$ cat config.mk
export PLATFORM = sky130hd
export DESIGN_NAME = cstate_seq
export DESIGN_NICKNAME = d
export VERILOG_FILES = /design/src/rtl/cseq_pkg.sv /design/src/rtl/cseq_timer.sv /design/src/rtl/cseq_pins.sv /design/src/rtl/cseq_fsm.sv /design/src/rtl/cstate_seq.sv
export SDC_FILE = /design/constraint.sdc
export NUM_CORES = 1
export LEC_CHECK = 0
export BUFFER_PORTS_ARGS = -buffer_cell sky130_fd_sc_hd__buf_2
export CAP_MARGIN = 20
export CORE_ASPECT_RATIO = 0.7
export CORE_MARGIN = 4
export CORE_UTILIZATION = 49
export CTS_CLUSTER_DIAMETER = 40
export CTS_CLUSTER_SIZE = 28
export DETAILED_ROUTE_END_ITERATION = 8
export PLACE_DENSITY = 0.71
export SLEW_MARGIN = 20
export SYNTH_ARGS = -nofsm -noshare
export SYNTH_HDL_FRONTEND = slang
export SYNTH_SLANG_ARGS = --single-unit
$ cat constraint.sdc
create_clock -name clk -period 2.74 [get_ports clk]
set_clock_uncertainty 0.2 [all_clocks]
set_input_delay 0.548 -clock clk [delete_from_list [all_inputs] [get_ports clk]]
set_output_delay 0.548 -clock clk [all_outputs]
set_load 0.02 [all_outputs]
$ cat src/rtl/cseq_pkg.sv
// Package: shared state encoding and pin indices for the idle-state sequencer.
// Assumes: pin indices are used consistently by the pin bank and the FSM.
package cseq_pkg;
    localparam int NUM_PINS = 3;
    localparam int PIN_GFX  = 0;
    localparam int PIN_SLP  = 1;
    localparam int PIN_LNK  = 2;

    typedef enum logic [2:0] {
        ST_IDLE      = 3'd0,
        ST_WAIT_SG   = 3'd1,
        ST_LIGHT     = 3'd2,
        ST_LINK_WAIT = 3'd3,
        ST_DEEP      = 3'd4,
        ST_SLP_GAP   = 3'd5,
        ST_GFX_WAIT  = 3'd6,
        ST_MSG       = 3'd7
    } cseq_state_e;
endpackage

$ cat src/rtl/cseq_timer.sv
// Module: tick-driven down counter. A load sets the count; each tick lowers
// it by one until it reaches zero, and done is high while the count is zero.
// Assumes: load has priority over a tick in the same cycle.
module cseq_timer #(
    parameter int CW = 8
) (
    input  logic          clk,
    input  logic          rst_n,
    input  logic          load,
    input  logic [CW-1:0] load_val,
    input  logic          tick,
    output logic          done
);
    logic [CW-1:0] cnt;

    // Counter register: load, otherwise count down on a tick.
    always_ff @(posedge clk) begin
        if (!rst_n)
            cnt <= '0;
        else if (load)
            cnt <= load_val;
        else if (tick && (cnt != '0))
            cnt <= cnt - 1'b1;
    end

    // Done flag: the delay has run out.
    assign done = (cnt == '0);

    // the count never rises unless it is loaded.
    a_r6_no_count_up: assert property (@(posedge clk) disable iff (!rst_n)
        !load |=> (cnt <= $past(cnt)));
    // a load takes effect on the next cycle.
    a_r7_load_lands: assert property (@(posedge clk) disable iff (!rst_n)
        load |=> (cnt == $past(load_val)));
endmodule

$ cat src/rtl/cseq_pins.sv
// Module: bank of active-low pin flops with per-pin set and clear strobes.
// Assumes: set and clear for the same pin are never raised together.
module cseq_pins #(
    parameter int N = 3
) (
    input  logic         clk,
    input  logic         rst_n,
    input  logic [N-1:0] set,
    input  logic [N-1:0] clr,
    output logic [N-1:0] held,
    output logic [N-1:0] pin_n
);
    for (genvar i = 0; i < N; i++) begin : g_pin
        // Per-pin hold flop: clear wins, then set.
        always_ff @(posedge clk) begin
            if (!rst_n)
                held[i] <= 1'b0;
            else if (clr[i])
                held[i] <= 1'b0;
            else if (set[i])
                held[i] <= 1'b1;
        end

        // the controller never drives set and clear together.
        a_r1_set_clr_excl: assert property (@(posedge clk) disable iff (!rst_n)
            !(set[i] && clr[i]));
    end

    // Active-low pin outputs.
    assign pin_n = ~held;
endmodule

$ cat src/rtl/cseq_fsm.sv
// Module: sequencing FSM for idle-state entry and wake. It captures the
// configuration at request time, waits for Stop Grant, orders pin assertion
// and release, and raises the message strobe.
// Assumes: stop_grant and wake are single-cycle pulses.
module cseq_fsm
    import cseq_pkg::*;
#(
    parameter int DLY_W     = 8,
    parameter int CW        = 8,
    parameter int GAP_TICKS = 250
) (
    input  logic                clk,
    input  logic                rst_n,
    input  logic                req_valid,
    input  logic                req_deep,
    input  logic                stop_grant,
    input  logic                wake,
    input  logic [NUM_PINS-1:0] en,
    input  logic [DLY_W-1:0]    link_dly,
    input  logic [DLY_W-1:0]    gfx_dly,
    input  logic [NUM_PINS-1:0] held,
    input  logic                tmr_done,
    output logic [NUM_PINS-1:0] pin_set,
    output logic [NUM_PINS-1:0] pin_clr,
    output logic                tmr_load,
    output logic [CW-1:0]       tmr_val,
    output logic                msg_req
);
    cseq_state_e st, st_nx;
    logic                deep_q;
    logic [NUM_PINS-1:0] en_q;
    logic [DLY_W-1:0]    ldly_q, gdly_q;

    // State register.
    always_ff @(posedge clk) begin
        if (!rst_n) st <= ST_IDLE;
        else        st <= st_nx;
    end

    // Capture the configuration when a request is accepted.
    always_ff @(posedge clk) begin
        if (!rst_n) begin
            deep_q <= 1'b0;
            en_q   <= '0;
            ldly_q <= '0;
            gdly_q <= '0;
        end else if (st == ST_IDLE && req_valid) begin
            deep_q <= req_deep;
            en_q   <= en;
            ldly_q <= link_dly;
            gdly_q <= gfx_dly;
        end
    end

    // Next state, pin strobes and timer loads.
    always_comb begin
        st_nx    = st;
        pin_set  = '0;
        pin_clr  = '0;
        tmr_load = 1'b0;
        tmr_val  = '0;
        unique case (st)
            ST_IDLE:
                if (req_valid) st_nx = ST_WAIT_SG;
            ST_WAIT_SG:
                if (wake)
                    st_nx = ST_MSG;
                else if (stop_grant) begin
                    if (deep_q) begin
                        pin_set[PIN_GFX] = en_q[PIN_GFX];
                        pin_set[PIN_SLP] = en_q[PIN_SLP];
                        tmr_load = 1'b1;
                        tmr_val  = CW'(ldly_q);
                        st_nx    = ST_LINK_WAIT;
                    end else
                        st_nx = ST_LIGHT;
                end
            ST_LIGHT:
                if (wake) st_nx = ST_MSG;
            ST_LINK_WAIT, ST_DEEP:
                if (wake) begin
                    tmr_load = 1'b1;
                    if (held[PIN_SLP]) begin
                        pin_clr[PIN_SLP] = 1'b1;
                        tmr_val = CW'(GAP_TICKS);
                        st_nx   = ST_SLP_GAP;
                    end else begin
                        pin_clr[PIN_LNK] = 1'b1;
                        tmr_val = CW'(gdly_q);
                        st_nx   = ST_GFX_WAIT;
                    end
                end else if (st == ST_LINK_WAIT && tmr_done) begin
                    pin_set[PIN_LNK] = en_q[PIN_LNK];
                    st_nx = ST_DEEP;
                end
            ST_SLP_GAP:
                if (tmr_done) begin
                    if (held[PIN_LNK]) begin
                        pin_clr[PIN_LNK] = 1'b1;
                        tmr_load = 1'b1;
                        tmr_val  = CW'(gdly_q);
                        st_nx    = ST_GFX_WAIT;
                    end else begin
                        pin_clr[PIN_GFX] = 1'b1;
                        st_nx = ST_MSG;
                    end
                end
            ST_GFX_WAIT:
                if (tmr_done) begin
                    pin_clr[PIN_GFX] = 1'b1;
                    st_nx = ST_MSG;
                end
            ST_MSG:
                st_nx = ST_IDLE;
            default:
                st_nx = ST_IDLE;
        endcase
    end

    // Message strobe: high for the one cycle spent in the message state.
    assign msg_req = (st == ST_MSG);

    // a pin is held only if its enable was captured as 1.
    a_r11_held_needs_en: assert property (@(posedge clk) disable iff (!rst_n)
        ((held & ~en_q) == '0));
    // a light idle state holds no pin.
    a_r2_light_no_pins: assert property (@(posedge clk) disable iff (!rst_n)
        (st == ST_LIGHT) |-> (held == '0));
    // the sleep pin is already released during the fixed gap.
    a_r6_sleep_first: assert property (@(posedge clk) disable iff (!rst_n)
        (st == ST_SLP_GAP) |-> !held[PIN_SLP]);
    // the strobe lasts one cycle.
    a_r10_msg_pulse: assert property (@(posedge clk) disable iff (!rst_n)
        msg_req |=> !msg_req);
    // the strobe comes only once every pin is high again.
    a_r10_msg_all_high: assert property (@(posedge clk) disable iff (!rst_n)
        msg_req |-> (held == '0));
endmodule

$ cat src/rtl/cstate_seq.sv
// Module: top of the processor idle-state entry and wake sequencer. It joins
// the FSM, the shared delay timer and the pin bank.
// Assumes: us_tick is at most one cycle wide and GAP_TICKS fits the timer.
module cstate_seq
    import cseq_pkg::*;
#(
    parameter int DLY_W     = 8,
    parameter int GAP_TICKS = 250
) (
    input  logic             clk,
    input  logic             rst_n,
    input  logic             req_valid,
    input  logic             req_deep,
    input  logic             stop_grant,
    input  logic             wake,
    input  logic             cfg_halt_gfx,
    input  logic             cfg_sleep,
    input  logic             cfg_halt_link,
    input  logic [DLY_W-1:0] link_dly,
    input  logic [DLY_W-1:0] gfx_dly,
    input  logic             us_tick,
    output logic             gfx_halt_n,
    output logic             proc_sleep_n,
    output logic             link_halt_n,
    output logic             msg_req
);
    localparam int GAP_W = $clog2(GAP_TICKS + 1);
    localparam int CW    = (DLY_W > GAP_W) ? DLY_W : GAP_W;

    logic [NUM_PINS-1:0] en, held, pin_set, pin_clr, pin_n;
    logic                tmr_load, tmr_done;
    logic [CW-1:0]       tmr_val;

    // Gather the enables into pin order.
    always_comb begin
        en          = '0;
        en[PIN_GFX] = cfg_halt_gfx;
        en[PIN_SLP] = cfg_sleep;
        en[PIN_LNK] = cfg_halt_link;
    end

    cseq_fsm #(.DLY_W(DLY_W), .CW(CW), .GAP_TICKS(GAP_TICKS)) u_fsm (
        .clk(clk), .rst_n(rst_n), .req_valid(req_valid), .req_deep(req_deep),
        .stop_grant(stop_grant), .wake(wake), .en(en), .link_dly(link_dly),
        .gfx_dly(gfx_dly), .held(held), .tmr_done(tmr_done),
        .pin_set(pin_set), .pin_clr(pin_clr), .tmr_load(tmr_load),
        .tmr_val(tmr_val), .msg_req(msg_req)
    );

    cseq_timer #(.CW(CW)) u_tmr (
        .clk(clk), .rst_n(rst_n), .load(tmr_load), .load_val(tmr_val),
        .tick(us_tick), .done(tmr_done)
    );

    cseq_pins #(.N(NUM_PINS)) u_pins (
        .clk(clk), .rst_n(rst_n), .set(pin_set), .clr(pin_clr),
        .held(held), .pin_n(pin_n)
    );

    assign gfx_halt_n   = pin_n[PIN_GFX];
    assign proc_sleep_n = pin_n[PIN_SLP];
    assign link_halt_n  = pin_n[PIN_LNK];
endmodule

* Yosys cells after proc, flatten, opt, wreduce, memory -nomap -nowiden
Cells that the tools add are included.
** Word-level totals
- Register bits after elaboration :: 34
- Bits in latches :: 0
- Memory bits (writable) :: 0
- Memory bits (read-only) :: 0
- Input bits :: 26
- Output and inout port bits :: 4
- Logic and storage cells :: 82
- Memories :: 0
** Operators by class
- Add/sub/neg operators :: 1
- $mul :: 0
- Div/mod/pow operators :: 0
- Order comparisons :: 0
- Equal/unequal tests :: 13
- Shift operators :: 0
- Multiplexer cells :: 45
- Bitwise operators :: 2
- Reductions and logical operators :: 12
** Operators with widths (number)
- $mux 8 :: 9
- $mux 3 :: 8
- $pmux 8 s3 :: 1
- $pmux 3 s7 :: 1
- $mux 1 :: 17
- $eq 3x3->1 const B :: 4
- $mux 2 :: 6
- $logic_not 8->1 :: 1
- $reduce_bool 8->1 :: 1
- $reduce_or 2->1 :: 4
- $sub 8x1->8 const B :: 1
- $eq 3x2->1 const B :: 2
- $reduce_and 6->1 :: 1
- $ne 2x1->1 const B :: 2
- $ne 2x2->1 const B :: 2
- $pmux 1 s2 :: 2
- $eq 3x1->1 const B :: 1
- $logic_and 1x1->1 :: 3
- $logic_not 3->1 :: 1
- $ne 3x2->1 const B :: 1
- $ne 3x3->1 const B :: 1
- $not 3->3 :: 1
- $pmux 1 s3 :: 1
- $reduce_bool 2->1 :: 1
- $not 1->1 :: 1

* Logic depth before layout (Yosys ltp)
Gate-level depths: netlist (run 1).
- Word-level depth :: 5
- Mapped depth :: 8
- Depth with buffers taken out :: 7

* Modules after synthesis
From an unflattened synthesis (run 1), not the netlist that was laid out.
** Second synthesis, totals
- Cells, all modules :: 232
- Area total of the unflattened synthesis :: 1958.1 um^2
** By module, submodules not included
- cseq_fsm :: instances 1, cells each 161, area an instance 1326.3 um^2, seq. area each 460.4 um^2
- cseq_timer :: instances 1, cells each 59, area an instance 511.7 um^2, seq. area each 160.2 um^2
- cseq_pins :: instances 1, cells each 12, area an instance 120.1 um^2, seq. area each 60.1 um^2

* Least setup slack after synthesis (run 1)
OpenSTA, ideal clock, no wires.
- Path type :: register to register
- From :: reg u_tmr.cnt[0]
- To :: reg u_tmr.cnt[2]
- Setup time :: 0.116 ns
- Arrival time :: 2.139 ns
- Data required time :: 2.424 ns
- Path slack :: 0.286 ns
- Stages on the path, launching flop included :: 9
- Path buffers :: 1
- Clock period less this slack :: 2.454 ns
- Cells stage by stage :: dfxtp_1 -> inv_1 -> ha_1 -> or3b_2 -> or3_4 -> and3b_1 -> clkbuf_2 -> a221o_1 -> and3_1
** Between the ends
- Longest elaborated chain between the ends :: 4
- Elaborated cells on any way between the ends :: 11
- Those cells by class :: 1 x add/sub; 6 x mux; 4 x reduce/logical
** Ends and longest elaborated chain
- start: declaration :: RTL line cseq_timer.sv:14 : logic [CW-1:0] cnt;
- start signal: assignment :: RTL line cseq_timer.sv:21 : cnt <= load_val;
- start signal: assignment :: RTL line cseq_timer.sv:23 : cnt <= cnt - 1'b1;
- parallel branches: the longest is 4 deep, another holds $sub 8x1->8
Parallel ways; which one is timed is not known. The select of a mux whose other input is x is not followed.
A chain may end at the register's enable or synchronous reset.

* Worst setup path after layout (run 1)
Same ends and word-level chain as after synthesis.

==> impl_results.md, run 1 <==
* Wirelength per Cell at 14.04 um
* Slew margin rel. at 52.42%
* Comb power frac at 42.6%
* GP Congestion at 0.8593
* Finished Layout Cells at just over 300
* Ys async rst share at 0%
* Syn_area_per_cell at 7.754 um^2
* Ys flop type: dfxtp_1
* Die ar. at 0.004648 mm^2
* Sw frac at 38.88%
* Unrepaired setup endpoints after global routing: no
* Critical path destination: u_tmr.cnt[2]
* Hold Fails Final Rpt at 0
* Yosys cell types at 51
* Clk buf depth at 2
* Tmin final at 2.545 ns
* Drt pass-1 iters at 4
* Final wirelength at 4253 um
* Measured slew at the worst slew-check pin at 0.7116 ns
* Placed cell area at 0.001944 mm^2
* Hold_buf cts at 0
* WP buf/inv at 1
* Setup TNS at 0 ns
* Reg clk slew, reported paths at 0.07 ns
* Launch point of the worst path: u_tmr.cnt[0]
* Crit path depth at 7
* Synth Cell Area at 0.001768 mm^2
* PwrDens at 1022 mW/mm^2
* Syn Inst Count at 228
* Pin count of the biggest net entering global routing at 29
* Sw power at 817.1 uW
* CP Cell Sequence: inv_1 -> ha_1 -> or3b_2 -> or3_4 -> and3b_1 -> a221o_1 -> and3_1
* # diodes at 0
* Cell count of the worst reg-to-reg path at 7
* IO Pins at 30
* Synth area leaders: dfxtp_1 38%, nand2_1 11%, a21oi_1 8.2%, o21ai_0 4.5%, inv_1 2.1%
* Total gr overflow at 0
* Utilization after layout at slightly above 60%
* Post-synthesis sequential area ratio at roughly two fifths
* Worst path required time at 2.72 ns
* CP max-delay cell: or3b_2
* Maximum vdd drop at ~0.4 mV
* Fmax at 0.3929 GHz
* Status: finished, final reports clean
* Hold crit path type: register to register
* Worst reg2reg startpoint: u_tmr.cnt[0]
* Yosys top cell by area: dfxtp_1
* Core Area at 0.003297 mm^2
* PnR Total Power at between 2 and 2.5 mW
* RR Endpoint: u_tmr.cnt[2]
* Row count at 17
* Critical path startpoint category: register
* Sequential Power Share at a little over a third
* Cell area after layout at 0.002057 mm^2
* WP data arrival at 2.52 ns
* H-tree Lvls at 2
* Clock latency on the worst-skew pair at 0.28 ns
* Most common cell after layout, fill and taps aside: nand2_1
* Finish-stage setup viols at 0
* P_int at approximately 1.3 mW
* Synth warn at 0
* Post-CTS setup buffer count at 0
* Global-route wire length before repair at ~7400 um
* Seq cells post-synth at 34
* Final Max Tran Viols at 0
* Die span in x at 79.80 um
* Vias/cell at roughly 5.6
* Clock share of power at a little over a fifth
* Root Driver: clkbuf_8
* Commonest cells after routing, fill and taps aside: 53 x nand2_1, 34 x dfxtp_1, 29 x a21oi_1, 29 x buf_2, 16 x o21ai_0
* DRT antenna net count at 0
* DP Cell Count at 296
* Routed vias at approximately 1,700
* Tcrit/Tclk final at ~93%
* GRT Util Overall at 20.19%
* Count of input and output buffers at 29
* # Max-Cap Violations at 0
* Num CTS Buffers at 5
* CTS tree: built
* Initial antenna violation count at 0
* Initial Utilization at around 54%
* CTS Sinks at 34
* CP Max Fanout at 8
* Crit path largest cell delay at about 0.50 ns
* Yosys top cell area share at around two fifths
* CP delay by family, top: simple AND/OR/NAND/NOR gates
* R2R Setup Slk at 0.19 ns
* Vias in the first global route at approximately 1,500
* Critical path endpoint category: register
* P_leak at 0.7798 nW
* Cts repair resizes at 0
* Crit Path Category: register to register
* Die Span Y at 58.26 um
* Layout area overhead at 16.35%
* Final #Nets at ~280
* Detailed-route DRC error count at 0
* Post-synth EDFFs at 0
* Initial DRC count at 254
* Post-DP HPWL at 3158 um
* Syn_nets at between 200 and 300
* Layout cells sized above 1 at 20.70%
[stage by stage]
step | hold slack [ns] | setup WS (ns)
6_report | 0.2561 | 0.1950
5_1_grt | 0.2790 | 0.08109
4_1_cts | 0.2567 | 0.1997
3_5_place_dp | 0.2476 | 0.2126
3_3_place_gp | 0.2428 | 0.2693
2_1_floorplan | 0.2332 | 0.2855
[state kept, by name, indices dropped and copies added, names as in the netlist]
name	count
u_tmr.cnt	8
u_fsm.ldly_q	8
u_fsm.deep_q	1
u_pins.held	3
u_fsm.en_q	3
u_fsm.st	3
u_fsm.gdly_q	8
[tightest hold or removal path, cell delays in order, from the launching register on]
cell and delay [ns]:
dfxtp_1 0.31, nand2_1 0.05, a21oi_1 0.05
[power by group through the flow]
stage | registers, mW | logic (mW) | clock network [mW]
3_5_place_dp | 0.755 | 0.873 | 0
4_1_cts | 0.744 | 0.883 | 0.471
3_3_place_gp | 0.750 | 0.883 | 0
2_1_floorplan | 0.704 | 0.701 | 0
6_report | 0.747 | 0.895 | 0.459
5_1_grt | 0.764 | 1.01 | 0.492
[worst min path at each step]
stage,from,end,slack [ns],cells after the start
finish,u_fsm.ldly_q[6],u_fsm.ldly_q[6],0.26,2
global route,u_fsm.en_q[1],u_fsm.en_q[1],0.28,2
CTS,u_fsm.ldly_q[6],u_fsm.ldly_q[6],0.26,2
detailed placement,u_fsm.ldly_q[6],u_fsm.ldly_q[6],0.25,2
global placement,u_fsm.gdly_q[5],u_fsm.gdly_q[5],0.24,2
floorplan,u_fsm.gdly_q[1],u_fsm.gdly_q[1],0.23,2
[area by class of cell]
type / instances / area, um^2
Fill cell: 292 / 1240
Multi-Input combinational cell: 171 / 988.4
Sequential cell: 34 / 680.7
Timing Repair Buffer: 33 / 175.2
Clock buffer: 6 / 82.58
Tap cell: 47 / 58.81
Inverter: 11 / 41.29
Clock inverter: 1 / 30.03
[synthesized netlist by cell type, types with 2 or more instances]
master	count
dfxtp_1	34
o21ai_0	16
a21oi_1	29
ha_1	2
a221o_1	2
nor3b_1	2
nand3_1	3
a31oi_1	3
nand2_1	53
nand4b_1	2
and3_1	4
a311oi_1	3
buf_1	2
xnor2_1	3
nor3_1	2
clkbuf_1	7
a221oi_1	3
a211oi_1	2
nor2b_1	2
nor2_1	10
inv_1	10
nor4_1	3
o21a_1	3
[routing by layer]
layer	vias to the layer above	GRT usage, %	share of wire (%)
met2	75	26.04	38
met4	0	5.542	1.1
li1	872	-	-
met5	-	0	0
met1	752	31.34	52
met3	6	6.522	9.4
[logic make-up after synthesis]
logic type      after synthesis  synth area share [%]
simple gates                 92                 25.55
compound gates               73                 26.82
flops                        34                 38.50
buf+inv                      23                 5.591
xor+xnor                      3                 1.486
fa+ha+maj                     2                 1.415
mux                           1                0.6369
Power figures use the tool's default switching activity.
==> run 2, diff against run 1 <==
==> constraint.sdc (replaced) <==
create_clock -name clk -period 3.2 [get_ports clk]
set_clock_uncertainty 0.2 [all_clocks]
set_input_delay 0.64 -clock clk [delete_from_list [all_inputs] [get_ports clk]]
set_output_delay 0.64 -clock clk [all_outputs]
set_load 0.02 [all_outputs]
==> run 2 against run 1 <==
Effect of this change:
- total power fell by 15%
- utilization decreased by 0.46 points
- worst setup slack improved by 0.42 ns
==> impl_results.md, run 2 (same netlist as run 1, synthesis figures left out) <==
* CP Max Fanout at 8 (unchanged)
* Clock latency on the worst-skew pair at 0.28 ns (about the same)
* Met3 capacity usage during global routing at 7.143% (was 6.522%)
* Measured slew at the worst slew-check pin at 0.7639 ns (was 0.7116 ns)
* GRT Util Overall at 20.22% (was 20.19%)
* Fill count at 318 (was 292)
* Maximum vdd drop at 0.3602 mV (was 0.3967 mV)
* # Max-Cap Violations at 0 (unchanged)
* Register Area at 680.7 um^2 (unchanged)
* Initial DRC count at 146 (was 254)
* Hold Fails Final Rpt at 0 (unchanged)
* DRT antenna net count at 0 (unchanged)
* CP max-delay cell: or3b_2 (unchanged)
* Die span in x at 79.80 um (unchanged)
* Wirelength per Cell at 14.26 um (was 14.04 um)
* PwrDens at 877.1 mW/mm^2 (was 1022 mW/mm^2)
* Comb power frac at 41.5% (was 42.6%)
* Finish-stage setup viols at 0 (unchanged)
* Root Driver: clkbuf_8 (unchanged)
* Clock share of power at 22.2% (was 21.9%)
* Initial antenna violation count at 0 (unchanged)
* Layout cells sized above 1 at 20.08% (was 20.70%)
* CP delay by family, top: simple AND/OR/NAND/NOR gates (unchanged)
* CTS tree: built (unchanged)
* Worst path required time at 3.18 ns (was 2.72 ns)
* Critical path endpoint category: register (unchanged)
* Cts repair resizes at 0 (unchanged)
* Routed vias at 1,687 (was 1,705)
* GP Congestion at 0.8635 (was 0.8593)
* Die Span Y at 58.26 um (unchanged)
* WP data arrival at 2.56 ns (was 2.52 ns)
* Tmin final at 2.582 ns (was 2.545 ns)
* # diodes at 0 (unchanged)
* P_int at 1.086 mW (was 1.284 mW)
* Detailed-route DRC error count at 0 (unchanged)
* CP Cell Sequence: inv_1 -> ha_1 -> or3b_2 -> or3_4 -> and3b_1 -> a221o_1 -> and3_1 (unchanged)
* CTS Sinks at 34 (unchanged)
* Final wirelength at 4293 um (was 4253 um)
* WHS at 0.2586 ns (was 0.2561 ns)
* Setup TNS at 0 ns (unchanged)
* Num CTS Buffers at 5 (unchanged)
* Global-route wire length before repair at 7334 um (was 7424 um)
* Sw power at 704.4 uW (was 817.1 uW)
* Row count at 17 (unchanged)
* Final #Nets at 282 (was 284)
* Reg clk slew, reported paths at 0.06 ns (was 0.07 ns)
* Commonest cells after routing, fill and taps aside: 53 x nand2_1, 34 x dfxtp_1, 29 x a21oi_1, 29 x buf_2, 16 x o21ai_0 (unchanged)
* Utilization after layout at 61.94% (was 62.39%)
* IO Pins at 30 (unchanged)
* Finished Layout Cells at 301 (was 303)
* Area of the multi-input gates at 988.4 um^2 (unchanged)
* Crit Path Category: register to register (unchanged)
* Busiest grt layer: met1 (unchanged)
* Clk buf depth at 2 (unchanged)
* Biggest registers after layout: u_fsm.gdly_q (8), u_fsm.ldly_q (8), u_tmr.cnt (8) (unchanged)
* Met2 usage at 25.21% (was 26.04%)
* Tcrit/Tclk final at 80.68% (was 92.88%)
* Count of input and output buffers at 29 (unchanged)
* Pin count of the biggest net entering global routing at 29 (unchanged)
* Post-DP HPWL at 3076 um (was 3158 um)
* Initial Utilization at 53.62% (unchanged)
* Crit path largest cell delay at 0.51 ns (was 0.50 ns)
* Total gr overflow at 0 (unchanged)
* Layout area overhead at 15.50% (was 16.35%)
* Vias/cell at 5.605 (was 5.627)
* Drt pass-1 iters at 4 (unchanged)
* Sw frac at 39.33% (was 38.88%)
* Die ar. at 0.004648 mm^2 (unchanged)
* Final Max Tran Viols at 0 (unchanged)
* Hold_buf cts at 0 (unchanged)
* Most common cell after layout, fill and taps aside: nand2_1 (unchanged)
* Status: finished, final reports clean (unchanged)
* Post-CTS setup buffer count at 0 (unchanged)
* H-tree Lvls at 2 (unchanged)
* Fmax at 0.3873 GHz (was 0.3929 GHz)
* Critical path startpoint category: register (unchanged)
* Slew margin rel. at 48.93% (was 52.42%)
* Hold crit path type: register to register (unchanged)
* Unrepaired setup endpoints after global routing: no (unchanged)
* Met1 usage at 32.45% (was 31.34%)
* Core Area at 0.003297 mm^2 (unchanged)
* WP buf/inv at 1 (unchanged)
* Vias in the first global route at 1,496 (was 1,537)
* Sequential Power Share at 36.3% (was 35.6%)
* P_leak at 0.7699 nW (was 0.7798 nW)
* DP Cell Count at 294 (was 296)
## run 2: cell types whose count changed in the layout (fill, tap and decap cells not counted)
cell   change
buf_4      -2
## run 2: power groups by stage
stage	clock network [mW]	logic (mW)	registers, mW
2_1_floorplan	0	0.600	0.603
3_5_place_dp	0	0.725	0.654
4_1_cts	0.405	0.737	0.645
5_1_grt	0.425	0.834	0.669
6_report	0.397	0.743	0.650
3_3_place_gp	0	0.730	0.653
## run 2: worst paths after layout
| check | startpoint | endpoint | slack (ns) | depth (start not counted) |
|---|---|---|---|---|
| worst min-delay path | u_fsm.ldly_q[3] | u_fsm.ldly_q[3] | 0.26 | 2 |
| worst max register to register | u_tmr.cnt[0] | u_tmr.cnt[2] | 0.62 | 7 |
| worst min register to register | u_fsm.ldly_q[3] | u_fsm.ldly_q[3] | 0.26 | 2 |
| worst max-delay path | u_tmr.cnt[0] | u_tmr.cnt[2] | 0.62 | 7 |
## run 2: stage by stage
stage               total power [mW]  area (um^2)  setup slack, ns
global route                   1.928         2042           0.5415
global placement               1.382         1929           0.7132
detailed placement             1.379         1929           0.6468
finish                         1.791         2042           0.6183
CTS                            1.787         2042           0.6334
floorplan                      1.203         1768           0.7455
## run 2: worst min-delay path, cell delays in order, from the launching register on
cell and delay [ns]:
dfxtp_1 0.31, nand2_1 0.05, a21oi_1 0.05
## run 2: routing by layer
| metal | part of all wire, % | vias up | routed length, um |
|---|---|---|---|
| met5 | 0 | - | 0 |
| met3 | 8.5 | 2 | 365 |
| met1 | 53 | 753 | 2296 |
| met4 | 0.19 | 0 | 8 |
| li1 | - | 870 | - |
| met2 | 38 | 62 | 1623 |
## run 2: final cells by class
cell class	count	share of cell area, %
Multi-Input combinational cell	171	48.41
Sequential cell	34	33.33
Timing Repair Buffer	31	7.843
Clock buffer	6	4.044
Tap cell	47	2.880
Inverter	11	2.022
Clock inverter	1	1.471
